File: src/rtl/sup_pkg.sv
package sup_pkg;

  typedef enum logic [2:0] {
    ST_OFF    = 3'd0,
    ST_RUN    = 3'd1,
    ST_UVWAIT = 3'd2,
    ST_HICDIS = 3'd3,
    ST_HICCHG = 3'd4
  } sup_state_e;

  typedef struct packed {
    logic on;
    logic min;
    logic uvlo;
    logic hiccup;
    logic reset;
    logic inhibit;
  } vcc_flags_t;

  localparam int unsigned NUM_FILT = 4;
  localparam int unsigned CH_UVLO  = 0;
  localparam int unsigned CH_LATCH = 1;
  localparam int unsigned CH_THERM = 2;
  localparam int unsigned CH_OVLD  = 3;

endpackage

File: src/rtl/sup_persist.sv
module sup_persist #(
  parameter int unsigned HOLD_CYC = 4
) (
  input  logic clk,
  input  logic rst_n,
  input  logic clr,
  input  logic din,
  output logic held
);
  localparam int unsigned CW = $clog2(HOLD_CYC + 1);
  localparam logic [CW-1:0] LIM = CW'(HOLD_CYC);

  logic [CW-1:0] cnt;

  always_ff @(posedge clk) begin
    if (!rst_n)            cnt <= '0;
    else if (clr || !din)  cnt <= '0;
    else if (cnt != LIM)   cnt <= cnt + 1'b1;
  end

  assign held = (cnt == LIM);
endmodule

File: src/rtl/sup_hiccup_fsm.sv
module sup_hiccup_fsm
  import sup_pkg::*;
#(
  parameter bit LATCH_ON_OVLD = 1'b1
) (
  input  logic       clk,
  input  logic       rst_n,
  input  vcc_flags_t vf,
  input  logic       thermal_now,
  input  logic       uvlo_held,
  input  logic       latch_held,
  input  logic       therm_held,
  input  logic       ovld_held,
  output logic       in_run,
  output logic       run_like,
  output logic       src_on,
  output logic       ss_pulse
);
  sup_state_e st;
  logic       latched;
  logic       second_round;
  logic       ovld_latches;

  generate
    if (LATCH_ON_OVLD) begin : g_ovld_latch
      assign ovld_latches = 1'b1;
    end else begin : g_ovld_retry
      assign ovld_latches = 1'b0;
    end
  endgenerate

  always_ff @(posedge clk) begin
    if (!rst_n) begin
      st           <= ST_OFF;
      src_on       <= 1'b1;
      latched      <= 1'b0;
      second_round <= 1'b0;
      ss_pulse     <= 1'b0;
    end else begin
      ss_pulse <= 1'b0;
      if (!vf.reset) begin
        st           <= ST_OFF;
        src_on       <= 1'b1;
        latched      <= 1'b0;
        second_round <= 1'b0;
      end else begin
        if (latch_held) latched <= 1'b1;
        unique case (st)
          ST_OFF: begin
            src_on <= 1'b1;
            if (vf.on) begin
              src_on <= 1'b0;
              if (latched || latch_held || thermal_now) begin
                st           <= ST_HICDIS;
                second_round <= 1'b1;
              end else begin
                st       <= ST_RUN;
                ss_pulse <= 1'b1;
              end
            end
          end
          ST_RUN, ST_UVWAIT: begin
            if (vf.on)        src_on <= 1'b0;
            else if (!vf.min) src_on <= 1'b1;
            if (latch_held) begin
              st <= ST_HICDIS; src_on <= 1'b0; second_round <= 1'b0;
            end else if (st == ST_RUN && ovld_held) begin
              if (ovld_latches) latched <= 1'b1;
              st <= ST_HICDIS; src_on <= 1'b0; second_round <= 1'b0;
            end else if (st == ST_RUN && therm_held) begin
              st <= ST_HICDIS; src_on <= 1'b0; second_round <= 1'b0;
            end else if (st == ST_RUN && !vf.uvlo) begin
              st <= ST_UVWAIT;
            end else if (st == ST_UVWAIT && vf.uvlo) begin
              st <= ST_RUN;
            end else if (st == ST_UVWAIT && uvlo_held) begin
              st <= ST_HICDIS; src_on <= 1'b0; second_round <= 1'b0;
            end
          end
          ST_HICDIS: begin
            src_on <= 1'b0;
            if (!vf.hiccup) begin
              st     <= ST_HICCHG;
              src_on <= 1'b1;
            end
          end
          ST_HICCHG: begin
            src_on <= 1'b1;
            if (vf.on) begin
              src_on <= 1'b0;
              if (!second_round) begin
                second_round <= 1'b1;
                st           <= ST_HICDIS;
              end else if (latched || latch_held || thermal_now) begin
                st <= ST_HICDIS;
              end else begin
                st           <= ST_RUN;
                ss_pulse     <= 1'b1;
                second_round <= 1'b0;
              end
            end
          end
          default: st <= ST_OFF;
        endcase
      end
    end
  end

  assign in_run   = (st == ST_RUN);
  assign run_like = (st == ST_RUN) || (st == ST_UVWAIT);
endmodule

File: src/rtl/sup_outstage.sv
module sup_outstage (
  input  logic in_run,
  input  logic src_on,
  input  logic gt_uvlo,
  input  logic gt_inhibit,
  input  logic ss_q,
  output logic hv_full_en,
  output logic hv_trickle_en,
  output logic drv_en,
  output logic ss_restart
);
  assign drv_en        = in_run & gt_uvlo;
  assign hv_full_en    = src_on & gt_inhibit;
  assign hv_trickle_en = src_on & ~gt_inhibit;
  assign ss_restart    = ss_q;
endmodule

File: src/rtl/vcc_fault_supervisor.sv
module vcc_fault_supervisor
  import sup_pkg::*;
#(
  parameter int unsigned UVLO_FILT_CYC  = 500,
  parameter int unsigned LATCH_FILT_CYC = 500,
  parameter int unsigned THERM_FILT_CYC = 750,
  parameter int unsigned OVLD_CYC       = 1180000,
  parameter bit          LATCH_ON_OVLD  = 1'b1
) (
  input  logic clk,
  input  logic rst_n,
  input  logic vcc_gt_inhibit,
  input  logic vcc_gt_reset,
  input  logic vcc_gt_hiccup,
  input  logic vcc_gt_uvlo,
  input  logic vcc_gt_min,
  input  logic vcc_gt_on,
  input  logic ext_latch_hi,
  input  logic thermal_hot,
  input  logic fb_over_limit,
  output logic hv_full_en,
  output logic hv_trickle_en,
  output logic drv_en,
  output logic ss_restart
);
  localparam int unsigned HOLD_TAB [NUM_FILT] =
    '{UVLO_FILT_CYC, LATCH_FILT_CYC, THERM_FILT_CYC, OVLD_CYC};

  vcc_flags_t vf;
  logic [NUM_FILT-1:0] f_din, f_clr, f_held;
  logic in_run, run_like, src_on, ss_q;

  assign vf = '{on: vcc_gt_on, min: vcc_gt_min, uvlo: vcc_gt_uvlo,
                hiccup: vcc_gt_hiccup, reset: vcc_gt_reset,
                inhibit: vcc_gt_inhibit};

  assign f_din[CH_UVLO]  = ~vcc_gt_uvlo;
  assign f_clr[CH_UVLO]  = ~run_like;
  assign f_din[CH_LATCH] = ext_latch_hi;
  assign f_clr[CH_LATCH] = ~vcc_gt_reset;
  assign f_din[CH_THERM] = thermal_hot;
  assign f_clr[CH_THERM] = 1'b0;
  assign f_din[CH_OVLD]  = fb_over_limit;
  assign f_clr[CH_OVLD]  = ~in_run;

  generate
    for (genvar i = 0; i < NUM_FILT; i++) begin : g_filt
      sup_persist #(.HOLD_CYC(HOLD_TAB[i])) u_filt (
        .clk  (clk),
        .rst_n(rst_n),
        .clr  (f_clr[i]),
        .din  (f_din[i]),
        .held (f_held[i])
      );
    end
  endgenerate

  sup_hiccup_fsm #(.LATCH_ON_OVLD(LATCH_ON_OVLD)) u_fsm (
    .clk        (clk),
    .rst_n      (rst_n),
    .vf         (vf),
    .thermal_now(thermal_hot),
    .uvlo_held  (f_held[CH_UVLO]),
    .latch_held (f_held[CH_LATCH]),
    .therm_held (f_held[CH_THERM]),
    .ovld_held  (f_held[CH_OVLD]),
    .in_run     (in_run),
    .run_like   (run_like),
    .src_on     (src_on),
    .ss_pulse   (ss_q)
  );

  sup_outstage u_out (
    .in_run       (in_run),
    .src_on       (src_on),
    .gt_uvlo      (vcc_gt_uvlo),
    .gt_inhibit   (vcc_gt_inhibit),
    .ss_q         (ss_q),
    .hv_full_en   (hv_full_en),
    .hv_trickle_en(hv_trickle_en),
    .drv_en       (drv_en),
    .ss_restart   (ss_restart)
  );
endmodule

File: config.mk
export PLATFORM = sky130hd
export DESIGN_NAME = vcc_fault_supervisor
export DESIGN_NICKNAME = d
export VERILOG_FILES = /design/src/rtl/sup_pkg.sv /design/src/rtl/sup_persist.sv /design/src/rtl/sup_hiccup_fsm.sv /design/src/rtl/sup_outstage.sv /design/src/rtl/vcc_fault_supervisor.sv
export SDC_FILE = /design/constraint.sdc
export NUM_CORES = 1
export LEC_CHECK = 0
export ABC_AREA = 1
export BUFFER_PORTS_ARGS = -buffer_cell sky130_fd_sc_hd__buf_2
export CAP_MARGIN = 20
export CORE_MARGIN = 2
export CORE_UTILIZATION = 57
export CTS_BUF_LIST = sky130_fd_sc_hd__clkbuf_4
export CTS_CLUSTER_DIAMETER = 150
export DETAILED_ROUTE_END_ITERATION = 12
export PLACE_DENSITY = 0.75
export SLEW_MARGIN = 25
export SYNTH_ARGS = -nofsm -noshare
export SYNTH_HDL_FRONTEND = slang
export SYNTH_SLANG_ARGS = --single-unit
File: constraint.sdc
create_clock -name clk -period 3.4 [get_ports clk]
set_input_delay 0.17 -clock clk [delete_from_list [all_inputs] [get_ports clk]]
set_output_delay 0.17 -clock clk [all_outputs]
set_load 0.02 [all_outputs]
==> impl_metrics.yaml <==
outcome:
  status: "finished, final reports clean"
synth:
  synth-seq-cells: 56
  synth-edff-count: 0
  synthCells: 411
  synth_warnings: 0
  async_flop_share: 0
  synth-main-ff-cell: "dfxtp_1"
  netlist_area_sq_um: 2870
  syn_nets: 430
  postSynthAreaPerCell_sq_um: 6.984
  seq_area_frac_synth: 0.3906
  ys_types: 32
clock_tree:
  cts_buffer_depth: 2
  insertion_delay_ns: 0.38
  path_clk_slew_ns: 0.16
  post_cts_buffers: 0
  clock-sinks: 56
  cts_made_buffers: 5
  htree_levels: 2
  cts_root_buf: "clkbuf_4"
  ctsHoldBuffers: 0
  cts_tree: "done"
  cts_resized: 0
grt:
  antenna_found_initial: 0
  grt-ovfl-total: 0
  grt_max_degree: 17
  grt_pass1_wl_microns: 9177
  grtUsageTotal: 0.2097
  first_global_vias: 2257
worst_setup_path:
  critical_path.max_stage_delay_ns: 0.38
  startpoint: "g_filt[1].u_filt.cnt[0]$_SDFFE_PP0P_"
  cpMaxStageDelayCell: "dfxtp_1"
  crit_required_ns: 3.70
  path_cells: "inv_1 -> ha_1 -> nand2_1 -> nor2_1 -> nand2_1 -> nand4_1 -> nor2_1 -> inv_1 -> nor3_1 -> nand2_1 -> nand2_1 -> nor2_1"
  start_kind: "flop"
  worst-setup-path-type: "flop to flop"
  crit_top_cell: "nand2_1"
  crit_buf_inv: 2
  worstReg2RegStart: "g_filt[1].u_filt.cnt[0]$_SDFFE_PP0P_"
  crit_fanout: 7
  critical_path.endpoint_type: "flop"
  worstPathArrival_ns: 2.07
  crit_family: "simple AND/OR/NAND/NOR gates"
sta:
  hold_viol_final: 0
  post-route-period-util: 0.5188
  hold_ws_ns: 0.05380
  setup_viol_count_final: 0
  worst_pin_slew_ns: 0.4704
  drv_slew: 0
  period_needed_ns: 1.764
  fmax_mhz: 567.0
  slew_headroom: 0.6840
  clock-skew-final_ns: 0.01487
  rsz0062_at_grt: "false"
  tns_ns: 0
routing:
  wirelength_microns: 5411
  via_per_inst: 5.086
  drt_iter0_drc: 141
  antenna_left: 0
  dr.pass1.iters: 4
  drc: 0
  vias: 2533
  wire_per_inst_microns: 10.87
worst_hold_path:
  min-delay-start: "ext_latch_hi"
  hold_class: "input port to flop"
floorplan:
  dieArea_sq_um: 5619
  start_util: 0.5997
  core_sq_um: 4786
  die_width_microns: 74.96
  die_h_microns: 74.96
  num_rows: 25
  ios: 15
pwr:
  leakage_nw: 1.194
  switching_share: 0.2238
  pwr-share-seq: 0.566
  irDropWorstVdd_mv: 0.2543
  internal_power_uw: 917.3
  p_per_area_nw_per_um2: 379.2
  power_frac_clock: 0.363
  power_switching_uw: 264.4
  combPwrFrac: 0.071
  power_mw: 1.182
place:
  gp_congestion: 0.8686
  port-buffer-count: 14
  hpwlAfterDp_microns: 4158
  place_area_sq_um: 3019
cells_and_area:
  layout_common_cells: "nand2_1, inv_1, dfxtp_1"
  nets: 450
  syn2layout_area_growth_pct: 8.588
  layout_commonest_cell: "nand2_1"
  final_util: 0.6512
  diodes: 0
  fillers: 467
  final_area_sq_um: 3117
  drive_above_1_share: 0.1067
job:
  maxCapViolations: 0
==> cell usage after synthesis, types with 2 or more instances <==
cell	instances	share of area
a211oi_1	2	0.0052
a21oi_1	39	0.068
a31oi_1	5	0.011
dfxtp_1	56	0.39
ha_1	8	0.035
inv_1	65	0.085
inv_2	4	0.0052
nand2_1	74	0.097
nand2_2	4	0.0087
nand3_1	23	0.040
nand3_2	3	0.010
nand4_1	5	0.011
nor2_1	48	0.063
nor2_2	5	0.011
nor2_4	2	0.0078
nor3_1	17	0.030
nor3_2	2	0.0070
nor3b_1	2	0.0052
o21a_1	7	0.018
o21ai_0	25	0.044
or2_2	2	0.0044
xor2_1	3	0.0092
==> metal layers <==
| metal | vias up | routed length (microns) | global-route usage |
|---|---|---|---|
| met5 | - | 0 | 0 |
| met4 | 0 | 61 | 0.05952 |
| met3 | 7 | 176 | 0.04418 |
| met2 | 29 | 2496 | 0.3645 |
| met1 | 1125 | 2676 | 0.2626 |
| li1 | 1372 | - | - |
==> power by group through the flow <==
stage / registers, mW / logic [mW] / clock network, mW
4_1_cts: 0.669 / 0.0836 / 0.441
6_report: 0.668 / 0.0843 / 0.429
2_1_floorplan: 0.682 / 0.0595 / 0
3_3_place_gp: 0.682 / 0.0820 / 0
3_5_place_dp: 0.683 / 0.0831 / 0
5_1_grt: 0.670 / 0.0967 / 0.459
==> path summary, 6_finish.rpt <==
path | end | slack (ns) | cells after the start
worst max-delay path | g_filt[1].u_filt.cnt[7]$_SDFFE_PP0P_ | 1.64 | 12
worst min-delay path | g_filt[1].u_filt.cnt[8]$_SDFFE_PP0P_ | 0.05 | 3
worst max register to register | g_filt[1].u_filt.cnt[7]$_SDFFE_PP0P_ | 1.64 | 12
worst min register to register | g_filt[1].u_filt.cnt[5]$_SDFFE_PP0P_ | 0.49 | 2
==> cells by family (layout without fill, tap and decap cells) <==
| kind of cell | after synthesis | count (layout) | synth area share |
|---|---|---|---|
| simple gates | 192 | 192 | 0.3165 |
| compound gates | 81 | 81 | 0.1539 |
| buf+inv | 70 | 90 | 0.09197 |
| flops | 56 | 56 | 0.3906 |
| fa+ha+maj | 8 | 8 | 0.03487 |
| xor+xnor | 4 | 4 | 0.01221 |
==> registers in the layout (all words and copies together) (netlist names) <==
register	count
g_filt.u_filt.cnt	49
u_fsm.ss_pulse	1
u_fsm.second_round	1
u_fsm.latched	1
u_fsm.src_on	1
u_fsm.st	3
==> stage by stage <==
stage | worst slack [ns] | std cells
4_1_cts | 1.647 | 498
2_1_floorplan | 1.872 | 411
6_report | 1.636 | 498
5_1_grt | 1.511 | 498
3_5_place_dp | 1.674 | 491
3_3_place_gp | 1.785 | 491
==> worst min-delay path, delay by kind of cell <==
family | cells | cell delay, ns
compound gates | 1 | 0.05
buf+inv | 1 | 0.09
simple gates | 1 | 0.09
==> cell type report <==
type | count | area [sq um] | area share
timing repair buffer | 14 | 70.07 | 0.02248
inverter | 69 | 259.0 | 0.08310
clock inverter | 2 | 60.06 | 0.01927
clock buffer | 5 | 37.54 | 0.01204
multi-input combinational | 285 | 1485 | 0.4765
tap | 67 | 83.83 | 0.02690
sequential | 56 | 1121 | 0.3597
No activity file was read; power rests on OpenSTA's default activity.
